<file path="src/rtl/sbseq_pkg.sv">
package sbseq_pkg;

  typedef enum logic [2:0] {
    ST_OFF   = 3'd0,
    ST_WAIT  = 3'd1,
    ST_SOFT  = 3'd2,
    ST_READY = 3'd3,
    ST_HOLD  = 3'd4,
    ST_ON    = 3'd5
  } seq_state_t;

  localparam logic [1:0] REQ_DEEP = 2'b00;
  localparam logic [1:0] REQ_SUSP = 2'b01;
  localparam logic [1:0] REQ_RSVD = 2'b10;
  localparam logic [1:0] REQ_RUN  = 2'b11;

  typedef struct packed {
    logic ss_en;
    logic gate_pull_en;
    logic sb_gate_low;
    logic main_release;
    logic ldo_standby;
  } seq_out_t;

endpackage

</file>
<file path="src/rtl/sbseq_interval_timer.sv">
module sbseq_interval_timer #(
  parameter int SS_CYCLES = 64,
  parameter int SPAN      = 3
) (
  input  logic clk,
  input  logic rst,
  input  logic restart,
  output logic one_done,
  output logic span_done
);
  localparam int SPAN_CYC = SS_CYCLES * SPAN;
  localparam int CNT_W    = $clog2(SPAN_CYC);
  localparam logic [CNT_W-1:0] ONE_LAST  = CNT_W'(SS_CYCLES - 1);
  localparam logic [CNT_W-1:0] SPAN_LAST = CNT_W'(SPAN_CYC - 1);

  logic [CNT_W-1:0] cnt_q;

  // Counts cycles since the last restart; parks at the longest window.
  always_ff @(posedge clk) begin
    if (rst || restart) begin
      cnt_q <= '0;
    end else if (cnt_q != SPAN_LAST) begin
      cnt_q <= cnt_q + 1'b1;
    end
  end

  assign one_done  = (cnt_q == ONE_LAST);
  assign span_done = (cnt_q == SPAN_LAST);

endmodule

</file>
<file path="src/rtl/sbseq_ctrl.sv">
module sbseq_ctrl
  import sbseq_pkg::*;
(
  input  logic       clk,
  input  logic       rst,
  input  logic       sb_ok,
  input  logic       main_ok,
  input  logic [1:0] req_state,
  input  logic       one_done,
  input  logic       span_done,
  output seq_state_t state_nxt,
  output logic       restart
);
  seq_state_t state_q;
  logic       run_req;

  assign run_req = (req_state == REQ_RUN);

  always_comb begin
    state_nxt = state_q;
    unique case (state_q)
      ST_OFF:   state_nxt = ST_WAIT;
      ST_WAIT:  if (one_done) state_nxt = ST_SOFT;
      ST_SOFT:  if (one_done) state_nxt = ST_READY;
      ST_READY: if (run_req && main_ok) state_nxt = ST_HOLD;
      ST_HOLD: begin
        if (!run_req || !main_ok) state_nxt = ST_READY;
        else if (span_done)       state_nxt = ST_ON;
      end
      ST_ON:    if (!run_req) state_nxt = ST_READY;
      default:  state_nxt = ST_OFF;
    endcase
    // Standby supply loss overrides every state.
    if (!sb_ok) state_nxt = ST_OFF;
  end

  // Every state change opens a fresh timing window.
  assign restart = (state_nxt != state_q);

  always_ff @(posedge clk) begin
    if (rst) state_q <= ST_OFF;
    else     state_q <= state_nxt;
  end

endmodule

</file>
<file path="src/rtl/sbseq_outputs.sv">
module sbseq_outputs
  import sbseq_pkg::*;
(
  input  logic       clk,
  input  logic       rst,
  input  seq_state_t state_nxt,
  input  logic       rail5_wanted,
  output seq_out_t   outs
);
  seq_out_t outs_d;

  always_comb begin
    outs_d = '0;
    unique case (state_nxt)
      ST_SOFT: begin
        outs_d.ss_en        = 1'b1;
        outs_d.gate_pull_en = rail5_wanted;
      end
      ST_READY, ST_HOLD: begin
        outs_d.ss_en       = 1'b1;
        outs_d.sb_gate_low = rail5_wanted;
      end
      ST_ON: begin
        outs_d.ss_en        = 1'b1;
        outs_d.main_release = 1'b1;
        outs_d.ldo_standby  = 1'b1;
      end
      default: outs_d = '0;
    endcase
  end

  // Registered so every pin moves on the same edge as the state.
  always_ff @(posedge clk) begin
    if (rst) outs <= '0;
    else     outs <= outs_d;
  end

endmodule

</file>
<file path="src/rtl/standby_seq.sv">
module standby_seq
  import sbseq_pkg::*;
#(
  parameter int SS_CYCLES          = 64,
  parameter int HANDOVER_INTERVALS = 3,
  parameter bit KEEP_5V_DEEP       = 1'b0
) (
  input  logic       clk,
  input  logic       rst,
  input  logic       sb_ok,
  input  logic       main_ok,
  input  logic [1:0] req_state,
  output logic       ss_en,
  output logic       gate_pull_en,
  output logic       sb_gate_low,
  output logic       main_release,
  output logic       ldo_standby
);
  seq_state_t state_nxt;
  logic       restart;
  logic       one_done;
  logic       span_done;
  logic       rail5_wanted;
  seq_out_t   outs;

  generate
    if (KEEP_5V_DEEP) begin : g_keep
      assign rail5_wanted = 1'b1;
    end else begin : g_shed
      // Suspend and run codes both have bit 0 set.
      assign rail5_wanted = req_state[0];
    end
  endgenerate

  sbseq_interval_timer #(
    .SS_CYCLES (SS_CYCLES),
    .SPAN      (HANDOVER_INTERVALS)
  ) timer_i (
    .clk       (clk),
    .rst       (rst),
    .restart   (restart),
    .one_done  (one_done),
    .span_done (span_done)
  );

  sbseq_ctrl ctrl_i (
    .clk       (clk),
    .rst       (rst),
    .sb_ok     (sb_ok),
    .main_ok   (main_ok),
    .req_state (req_state),
    .one_done  (one_done),
    .span_done (span_done),
    .state_nxt (state_nxt),
    .restart   (restart)
  );

  sbseq_outputs outs_i (
    .clk          (clk),
    .rst          (rst),
    .state_nxt    (state_nxt),
    .rail5_wanted (rail5_wanted),
    .outs         (outs)
  );

  assign ss_en        = outs.ss_en;
  assign gate_pull_en = outs.gate_pull_en;
  assign sb_gate_low  = outs.sb_gate_low;
  assign main_release = outs.main_release;
  assign ldo_standby  = outs.ldo_standby;

endmodule

</file>
<file path="config.mk">
export PLATFORM = sky130hd
export DESIGN_NAME = standby_seq
export DESIGN_NICKNAME = d
export VERILOG_FILES = /design/src/rtl/sbseq_pkg.sv /design/src/rtl/sbseq_interval_timer.sv /design/src/rtl/sbseq_ctrl.sv /design/src/rtl/sbseq_outputs.sv /design/src/rtl/standby_seq.sv
export SDC_FILE = /design/constraint.sdc
export NUM_CORES = 1
export LEC_CHECK = 0
export ABC_AREA = 1
export BUFFER_PORTS_ARGS = -buffer_cell sky130_fd_sc_hd__buf_4
export CAP_MARGIN = 20
export CORE_ASPECT_RATIO = 0.8
export CORE_UTILIZATION = 50
export DETAILED_ROUTE_END_ITERATION = 8
export GPL_ROUTABILITY_DRIVEN = 0
export HOLD_SLACK_MARGIN = 0.06
export PLACE_DENSITY = 0.7
export SLEW_MARGIN = 20
export SYNTH_ARGS = -nofsm -noshare
export SYNTH_HDL_FRONTEND = slang
export SYNTH_SLANG_ARGS = --single-unit
</file>
<file path="constraint.sdc">
create_clock -name clk -period 1.85 [get_ports clk]
set_clock_uncertainty 0.2 [all_clocks]
set_input_delay 0.0925 -clock clk [delete_from_list [all_inputs] [get_ports clk]]
set_output_delay 0.0925 -clock clk [all_outputs]
set_load 0.01 [all_outputs]
</file>
==> results.md, run 1 <==
* Period minus WS final at 1.77 ns
* Synth async-reset ratio at 0%
* Sequential share of the synthesized area at 30.9%
* Top Ports at 11
* Clock Root Buffer: clkbuf_4
* Met2 wire len at 1.03 mm
* N_diodes at 0
* Top post-synthesis cells by count: nand2_1, dfxtp_1, nor2_1, inv_1
* Die Width at 51.3 um
* Pwr Total at 0.000620 W
* Leakage at 0.500 nW
* Launch point of the worst path: timer_i.cnt_q[1]
* Clk slew on worst S/H paths at 0.09 ns
* Critical Path Source Type: flip-flop
* GRT Total Usage at 20.9%
* FP Rows at 13
* Core ar. at 0.00172 mm^2
* Critical Path AT at 1.78 ns
* Fmax at 565 MHz
* Final setup fails at 0
* Gate Count Post-Synth at 122
* Initial antenna violation count at 0
* # DRC at 0
* Relative slew slack at 78.2%
* Number of synthesized flops with an enable pin at 0
* Period utilization at 95.7%
* CTS H-tree depth at 1
* Layout Utilization at 68.9%
* Routed length per instance at 12.8 um
* Syn_area_per_cell at 7.96 um^2
* Largest fanout on the critical path at 8
* Net Count, Synth at 129
* Slew @ Worst Pin at 0.326 ns
* Setup Fix Bufs, Post-CTS at 0
* Power Dens Cells at 522 mW/mm^2
* Starting density of the core at 56.3%
* Largest net degree at the start of global routing at 10
* Post-route ant nets at 0
* Cell Area, Synth at 971 um^2
* Vias at 836
* Top cell type's share of synthesized area at 30.9%
* WL final at 2.04 mm
* Beginning of the worst hold path: main_ok
* Prevailing post-synth register cell: dfxtp_1
* TritonCTS buffer count at 3
* Critical path type: flip-flop to flip-flop
* Clock Latency Late Sink at 0.29 ns
* Synth area leaders: dfxtp_1, nor3_2, nand2_1
* Placed cell count at 153
* CP endpoint kind: flip-flop
* Avg Vias per Cell at 5.23
* CTS tree: yes
* PortBufs at 10
* Grt ovf at 0
* CP required at 1.86 ns
* Final cell count without fillers at 160
* Reg2reg start: timer_i.cnt_q[1]
* Status: finished clean
* Most common cell in the synthesized netlist: nand2_1
* Pre-Repair DR Iteration Count at 4
* Max Slew Vio Count at 0
* Max rail drop VDD at 0.437 mV
* Metal1 wirelength at 909 um
* Area growth syn-to-layout at 22.4%
* First-pass GRT wire length at 3.26 mm
* First DRT Iteration DRCs at 22
* Yosys cell types at 28
* Hold Fails Final Rpt at 0
* Top sig layer: met4
* Vias in the first global route at 762
* Final Worst Setup Slack at 0.0790 ns
* RSZ-0062 raised after global routing: true
* Synthesized flop and latch total at 15
* Cell accounting for the most synthesized area: dfxtp_1
* Layout cells sized above 1 at 44.2%
* Clock Tree Buf Depth at 2
* Max_cap viols at 0
* Die area at 0.00212 mm^2
* Hold/Removal Path Class: input port to flip-flop
* Setup WS pre-CTS at 0.0466 ns
* Clk sinks at 15
* Dpl hpwl at 1.43 mm
* DR WL met3 at 95 um
* Yosys warns at 0
* Die H at 41.4 um
* Fin nets at 146
-- stage by stage --
stage / area (um^2) / setup TNS [ns] / hold WS, ns
floorplan: 971 / 0 / -0.0384
global placement: 1060 / 0 / 0.0991
detailed placement: 1060 / 0 / 0.0982
CTS: 1120 / 0 / 0.138
global route: 1190 / -0.132 / 0.192
finish: 1190 / 0 / 0.161
-- sequential cells by signal, indices dropped and copies added, names as in the netlist --
signal and count:
outs_i.outs 4, timer_i.cnt_q 8, ctrl_i.state_q 3
-- what timing repair did --
| action | in CTS | in global routing |
|---|---|---|
| setup endpoints to repair | 0 | 9 |
| hold buffers | 3 | 0 |
| resized for setup | 0 | 17 |
| hold endpoints to repair | 7 | 0 |
-- cells by family after synthesis --
logic type	Yosys count	synth area share, %
buffers and inverters	18	8.63
flip-flops	15	30.9
XOR/XNOR	5	4.51
AO/OA/AOI/OAI	7	4.64
AND/OR/NAND/NOR	76	50.0
adder cells (fa/ha/maj)	1	1.29
-- metal layers --
| metal | GRT usage, % | vias to the layer above |
|---|---|---|
| met2 | 34.2 | 20 |
| met5 | 0 | - |
| met3 | 8.42 | 2 |
| met1 | 25.0 | 387 |
| li1 | - | 427 |
| met4 | 6.49 | 0 |
-- placed cells by master, fill, tap and decap left out, types with 4 or more instances in the layout --
| cell | synthesis | final |
|---|---|---|
| nand2_1 | 18 | 16 |
| nor3_1 | 4 | 4 |
| nand2_2 | 7 | 8 |
| nor3_2 | 8 | 7 |
| dfxtp_2 | 0 | 4 |
| nor2_1 | 13 | 12 |
| inv_1 | 11 | 11 |
| dfxtp_1 | 15 | 10 |
| buf_4 | 2 | 13 |
| nand3_2 | 5 | 6 |
| nand3_1 | 8 | 6 |
| nand2_4 | 4 | 4 |
-- worst max-delay path, stage by stage, from the launching register on --
cell and delay (ns):
dfxtp_2 0.37, ha_4 0.15, nand3_4 0.10, nor2_4 0.18
nand2_2 0.08, nand2_2 0.07, nand2_2 0.06, nand3_4 0.09
nand2_4 0.07, nand2_4 0.08, nand2_8 0.08, nor3_2 0.16
-- layout make-up --
| type | instances | area (um^2) |
|---|---|---|
| Clock buffer | 3 | 22.5 |
| Clock inverter | 1 | 5.00 |
| Fill cell | 143 | 536 |
| Inverter | 14 | 52.6 |
| Multi-Input combinational cell | 89 | 644 |
| Sequential cell | 15 | 309 |
| Tap cell | 22 | 27.5 |
| Timing Repair Buffer | 16 | 128 |
-- where the power goes --
group	total [W]	switching [W]	internal [W]	leakage, nW
Clock	0.000185	0.000105	0.0000804	0.0177
Sequential	0.000337	0.00000812	0.000329	0.124
Combinational	0.0000985	0.0000577	0.0000408	0.358
Total	0.000620	0.000171	0.000450	0.500
-- worst paths after layout --
| kind | depth (start not counted) | slack, ns | endpoint |
|---|---|---|---|
| setup / recovery | 11 | 0.08 | timer_i.cnt_q[7] |
| hold reg to reg | 4 | 0.39 | timer_i.cnt_q[1] |
| hold / removal | 6 | 0.16 | ctrl_i.state_q[1] |
| setup reg to reg | 11 | 0.08 | timer_i.cnt_q[7] |
(Power assumes the default switching activity.)
==> run 2: changes to the inputs <==
GPL_TIMING_DRIVEN = 0   (was default)
SETUP_SLACK_MARGIN = 0.5   (was default)
==> run 2 against run 1 <==
Via count increased by 3.2%; cell count increased by 6.9%; sequential power about the same; register-to-register slack got worse by 0.04 ns; utilization increased by 7.5 points; clock power increased by 2%.
==> results.md, run 2 (same netlist as run 1, synthesis figures left out) <==
* Cell Area, Placed at 0.00109 mm^2
* Most used cell, CP: nand3_4
* RSZ-0062 raised after global routing: true
* Vias in the first global route at 840
* Slowest stage cell, crit path: dfxtp_2
* Final setup fails at 0
* Power Dens Cells at 481 mW/mm^2
* Max_cap viols at 0
* Area growth syn-to-layout at 35.7%
* CTS H-tree depth at 1
* Slew @ Worst Pin at 0.278 ns
* Hold_buf cts at 2
* Most flops, register: timer_i.cnt_q
* Register area at 312 um^2
* GRT Total Usage at 21.7%
* Critical Path Source Type: flip-flop
* Period utilization at 97.7%
* Clock Tree Buf Depth at 2
* Die Width at 51.3 um
* Starting density of the core at 56.3%
* TritonCTS buffer count at 3
* CP required at 1.83 ns
* Die H at 41.4 um
* Fin nets at 157
* Grt ovf at 0
* Max reg flops at 8
* Most frequent cells in the layout: buf_4, nand2_1, inv_1
* Max Slew Vio Count at 0
* First-pass GRT wire length at 3.46 mm
* First DRT Iteration DRCs at 16
* Crit-path max cell delay at 0.37 ns
* CTS tree: yes
* Critical path type: flip-flop to flip-flop
* N_diodes at 0
* Hold/Removal Path Class: input port to flip-flop
* Biggest regs: timer_i.cnt_q: 8 flops, outs_i.outs: 4 flops, ctrl_i.state_q: 3 flops
* Period minus WS final at 1.81 ns
* Pwr Total at 0.000634 W
* Worst-path cell chain: ha_4 -> nand3_4 -> nor2_4 -> nand3_1 -> nand2_2 -> nand3_4 -> buf_4 -> a21oi_1 -> a211oi_2
* FP Rows at 13
* Clock Latency Late Sink at 0.29 ns
* Status: finished clean
* Avg Vias per Cell at 5.05
* Post-route ant nets at 0
* Dpl hpwl at 1.38 mm
* Max rail drop VDD at 0.565 mV
* Layout fillers at 123
* Layout Utilization at 76.4%
* PortBufs at 9
* CP endpoint kind: flip-flop
* Routed length per instance at 12.4 um
* Footprint of the multi-input gates at 672 um^2
* Relative slew slack at 81.4%
* Vias at 863
* WL final at 2.13 mm
* Pre-Repair DR Iteration Count at 4
* Largest net degree at the start of global routing at 11
* Layout cells sized above 1 at 52.3%
* Clk sinks at 15
* Top Ports at 11
* Initial antenna violation count at 0
* Crit-path leading delay family: simple AND/OR/NAND/NOR gates
* Leakage at 0.556 nW
* Clk slew on worst S/H paths at 0.09 ns
* Fmax at 553 MHz
* # DRC at 0
* Finished Cell Area at 0.00132 mm^2
* Die area at 0.00212 mm^2
* WP buf/inv at 1
* Core ar. at 0.00172 mm^2
* Critical Path AT at 1.79 ns
* Largest fanout on the critical path at 4
* Most common cell after layout, fill and taps aside: buf_4
* Hold Fails Final Rpt at 0
* Clock Root Buffer: clkbuf_4
[run 2: what timing repair did]
item | 4_1_cts | 5_1_grt
buffers inserted | 8 | 4
pin swaps | 12 | 5
endpoints found under the hold margin | 7 | 7
setup endpoints to repair | 15 | 15
gates resized for setup | 11 | 12
[run 2: layout make-up]
class	instances	area share, %
buffer	4	2.85
clock buffer	3	1.71
clock inverter	1	0.570
inverter	14	4.37
multi-input combinational	89	51.0
sequential	15	23.6
tap	22	2.09
timing repair buffer	23	13.8
[run 2: path summary, 6_finish.rpt]
| kind | start | end | slack, ns | cells after the start |
|---|---|---|---|---|
| setup / recovery | timer_i.cnt_q[0] | outs_i.outs[2] | 0.04 | 9 |
| hold / removal | sb_ok | ctrl_i.state_q[2] | 0.02 | 3 |
| setup reg to reg | timer_i.cnt_q[0] | outs_i.outs[2] | 0.04 | 9 |
| hold reg to reg | timer_i.cnt_q[7] | timer_i.cnt_q[7] | 0.39 | 3 |
[run 2: tightest hold or removal path, cell delays in order]
cell and delay [ns]:
buf_4 0.16, nand2_1 0.15, nor2_1 0.06
[run 2: per-stage QoR]
| step | hold slack [ns] | cells | setup TNS [ns] | setup slack [ns] |
|---|---|---|---|---|
| final | 0.0226 | 171 | 0 | 0.0430 |
| after global routing | 0.00877 | 171 | -0.0417 | -0.0417 |
| after CTS | -0.0105 | 167 | 0 | 0.120 |
| after detailed placement | 0.0963 | 153 | 0 | 0.0615 |
| after global placement | 0.0941 | 153 | 0 | 0.0981 |
| after floorplan | -0.0451 | 122 | 0 | 0.215 |
[run 2: routing by layer]
layer | GRT usage [%] | vias up | routed length, um
li1 | - | 448 | -
met1 | 28.9 | 390 | 946
met2 | 35.0 | 23 | 1060
met3 | 6.59 | 2 | 112
met4 | 3.78 | 0 | 8
met5 | 0 | - | 0
[run 2: power by group]
part	switching, W	internal, W	total (W)
Clock	0.000107	0.0000822	0.000189
Combinational	0.0000612	0.0000475	0.000109
Sequential	0.00000750	0.000328	0.000336
==> run 3: changes to the inputs <==
ABC_AREA = 0   (was 1)
CELL_PAD_IN_SITES_DETAIL_PLACEMENT = 0   (was default)
CELL_PAD_IN_SITES_GLOBAL_PLACEMENT = 1   (was default)
CORE_UTILIZATION = 40   (was 50)
PLACE_DENSITY = default   (was 0.7)
PLACE_DENSITY_LB_ADDON = 0.1   (was default)
==> run 3 against run 2 <==
The run now ends with negative setup slack left; clock power hardly changed; via count is 4.2% lower; hold slack better by 0.14 ns; synthesized area is 19% lower; critical endpoint is now timer_i.cnt_q[2]; largest cell class unchanged.
==> results.md, run 3 <==
* Synthesized-area fraction occupied by adder cells at 3.01%
* Period utilization at 111%
* Synth area leaders: dfxtp_1, nor2_1, nand3_1
* # DRC at 0
* Max reg flops at 8
* Top Ports at 11
* Die H at 41.8 um
* Final setup fails at 11
* Die area at 0.00216 mm^2
* Synthesized flop and latch total at 15
* Synth async-reset ratio at 0%
* Vias in the first global route at 751
* Biggest regs: timer_i.cnt_q: 8 flops, outs_i.outs: 4 flops, ctrl_i.state_q: 3 flops
* Top cell type's share of synthesized area at 38.0%
* Beginning of the worst hold path: rst
* R2R setup slack at -0.20 ns
* CTS tree: yes
* CTS H-tree depth at 1
* Net Count, Synth at 99
* Dpl hpwl at 1.21 mm
* CP endpoint kind: flip-flop
* Hold Fails Final Rpt at 0
* First-pass GRT wire length at 3.35 mm
* Clock Root Buffer: clkbuf_4
* Most common cell in the synthesized netlist: nor2_1
* Layout fillers at 129
* Clk sinks at 15
* Leakage at 0.474 nW
* Fin nets at 134
* Largest net degree at the start of global routing at 11
* Max_cap viols at 0
* Power Dens Cells at 498 mW/mm^2
* Starting density of the core at 45.4%
* Pre-Repair DR Iteration Count at 5
* Register area at 310 um^2
* Status: complete, but fails checks
* Final cell count without fillers at 148
* Final Worst Setup Slack at -0.196 ns
* Failing checks: negative setup slack
* Most common cell after layout, fill and taps aside: buf_4
* Critical path type: flip-flop to flip-flop
* WL final at 2.05 mm
* Period minus WS final at 2.05 ns
* Yosys cell types at 38
* Prevailing post-synth register cell: dfxtp_1
* Most flops, register: timer_i.cnt_q
* Core ar. at 0.00174 mm^2
* Die Width at 51.7 um
* PortBufs at 10
* Grt ovf at 0
* Routed length per instance at 13.9 um
* FP Rows at 13
* Avg Vias per Cell at 5.59
* Post-route ant nets at 0
* Top post-synthesis cells by count: nor2_1, dfxtp_1, nand3_1, nand2_1
* Layout cells sized above 1 at 45.2%
* Footprint of the multi-input gates at 584 um^2
* Reg2reg start: ctrl_i.state_q[1]
* Clock Tree Buf Depth at 2
* Critical Path AT at 2.06 ns
* Placed cell count at 124
* Gate Count Post-Synth at 92
* WHS Path Cells at 5
* Setup tns final at -1.42 ns
* Worst Hold End: timer_i.cnt_q[4]
* N_diodes at 0
* Hold/Removal Path Class: input port to flip-flop
* Relative slew slack at 75.3%
* Yosys warns at 0
* Sequential share of the synthesized area at 38.0%
* RSZ-0062 raised after global routing: true
* TritonCTS buffer count at 3
* Initial antenna violation count at 0
* First DRT Iteration DRCs at 23
* Layout Utilization at 69.7%
* Clk slew on worst S/H paths at 0.10 ns
* Post-Synth Simple-Gate Area at 25.2%
* Syn_area_per_cell at 8.60 um^2
* Slew @ Worst Pin at 0.370 ns
* CP required at 1.87 ns
* Max Slew Vio Count at 0
* Critical Path Source Type: flip-flop
* Cell Area, Synth at 791 um^2
* Vias at 827
* Cell accounting for the most synthesized area: dfxtp_1
* Post-Synth XOR/XNOR Area at 6.65%
* Number of synthesized flops with an enable pin at 0
* Area growth syn-to-layout at 53.5%
* Reg2Reg Depth at 6
* Clock Latency Late Sink at 0.28 ns
* Largest fanout on the critical path at 8
* Largest family of logic cells by synthesized area: simple AND/OR/NAND/NOR gates
* Worst R2R End: timer_i.cnt_q[2]
* GRT Total Usage at 21.0%
* Fmax at 489 MHz
* Max rail drop VDD at 0.659 mV
* Most frequent cells in the layout: buf_4, nor2_1, dfxtp_1
* Synth Area in Compound Gates at 21.7%
* Post-synthesis mux area share at 2.69%
run 3: cell types whose count changed after synthesis, sizes merged, moves of 2 or more:
cell,change
nand2,-24
nor3,-8
inv,-10
nand3,-8
nor2b,+2
o2111ai,+2
and2b,+2
buf,-3
run 3: cell type report:
cell class	count	area share (%)
Multi-Input combinational cell	72	48.1
Sequential cell	15	25.6
Timing Repair Buffer	30	19.4
Tap cell	22	2.27
Clock buffer	3	1.86
Inverter	3	1.13
Buffer	2	1.03
Clock inverter	1	0.619
run 3: kinds of logic after synthesis:
group                    after synthesis
buffers and inverters                  5
AO/OA/AOI/OAI                         20
XOR/XNOR                               6
AND/OR/NAND/NOR                       42
multiplexers                           2
adder cells (fa/ha/maj)                2
flip-flops                            15
run 3: timing repair:
action	CTS	global route
gates resized for setup	14	6
setup buffers	12	4
gates cloned	0	0
setup endpoints to repair	15	15
hold buffers	4	0
pin swaps	10	3
endpoints found under the hold margin	7	0
run 3: per-layer routing:
metal	wire length, um	global-route usage (%)	vias up	share of wire [%]
li1	-	-	406	-
met1	1020	28.5	400	50
met2	944	33.0	19	46
met3	71	5.49	2	3.5
met4	13	4.86	0	0.63
met5	0	0	-	0
run 3: worst max path at each step:
stage | startpoint | end | slack (ns) | depth (start not counted)
after floorplan | ctrl_i.state_q[1] | timer_i.cnt_q[4] | -0.06 | 6
after global placement | ctrl_i.state_q[1] | timer_i.cnt_q[4] | -0.21 | 6
after detailed placement | ctrl_i.state_q[1] | timer_i.cnt_q[2] | -0.22 | 6
after CTS | ctrl_i.state_q[1] | timer_i.cnt_q[2] | -0.18 | 6
after global routing | ctrl_i.state_q[1] | timer_i.cnt_q[2] | -0.26 | 6
final | ctrl_i.state_q[1] | timer_i.cnt_q[2] | -0.20 | 6
run 3: metrics by stage:
| step | hold slack [ns] | instance area [um^2] | total power [W] | setup WS (ns) |
|---|---|---|---|---|
| 2_1_floorplan | -0.0448 | 832 | 0.000375 | -0.0629 |
| 3_3_place_gp | 0.101 | 935 | 0.000398 | -0.212 |
| 3_5_place_dp | 0.102 | 935 | 0.000400 | -0.221 |
| 4_1_cts | 0.162 | 1160 | 0.000609 | -0.180 |
| 5_1_grt | 0.180 | 1210 | 0.000635 | -0.256 |
| 6_report | 0.162 | 1210 | 0.000605 | -0.196 |
run 3: report_power, final:
part           total (W)  internal (W)  switching, W
Sequential      0.000334      0.000328    0.00000601
Clock           0.000191     0.0000820      0.000109
Combinational  0.0000793     0.0000377     0.0000417
Total           0.000605      0.000448      0.000157
run 3: worst max-delay path, cell delays in order (launching register included):
cell and delay (ns):
dfxtp_4 0.39, and2b_2 0.25, o21ai_4 0.15, a31oi_4 0.05, a311o_1 0.28, a2111o_1 0.50
nor2_1 0.16
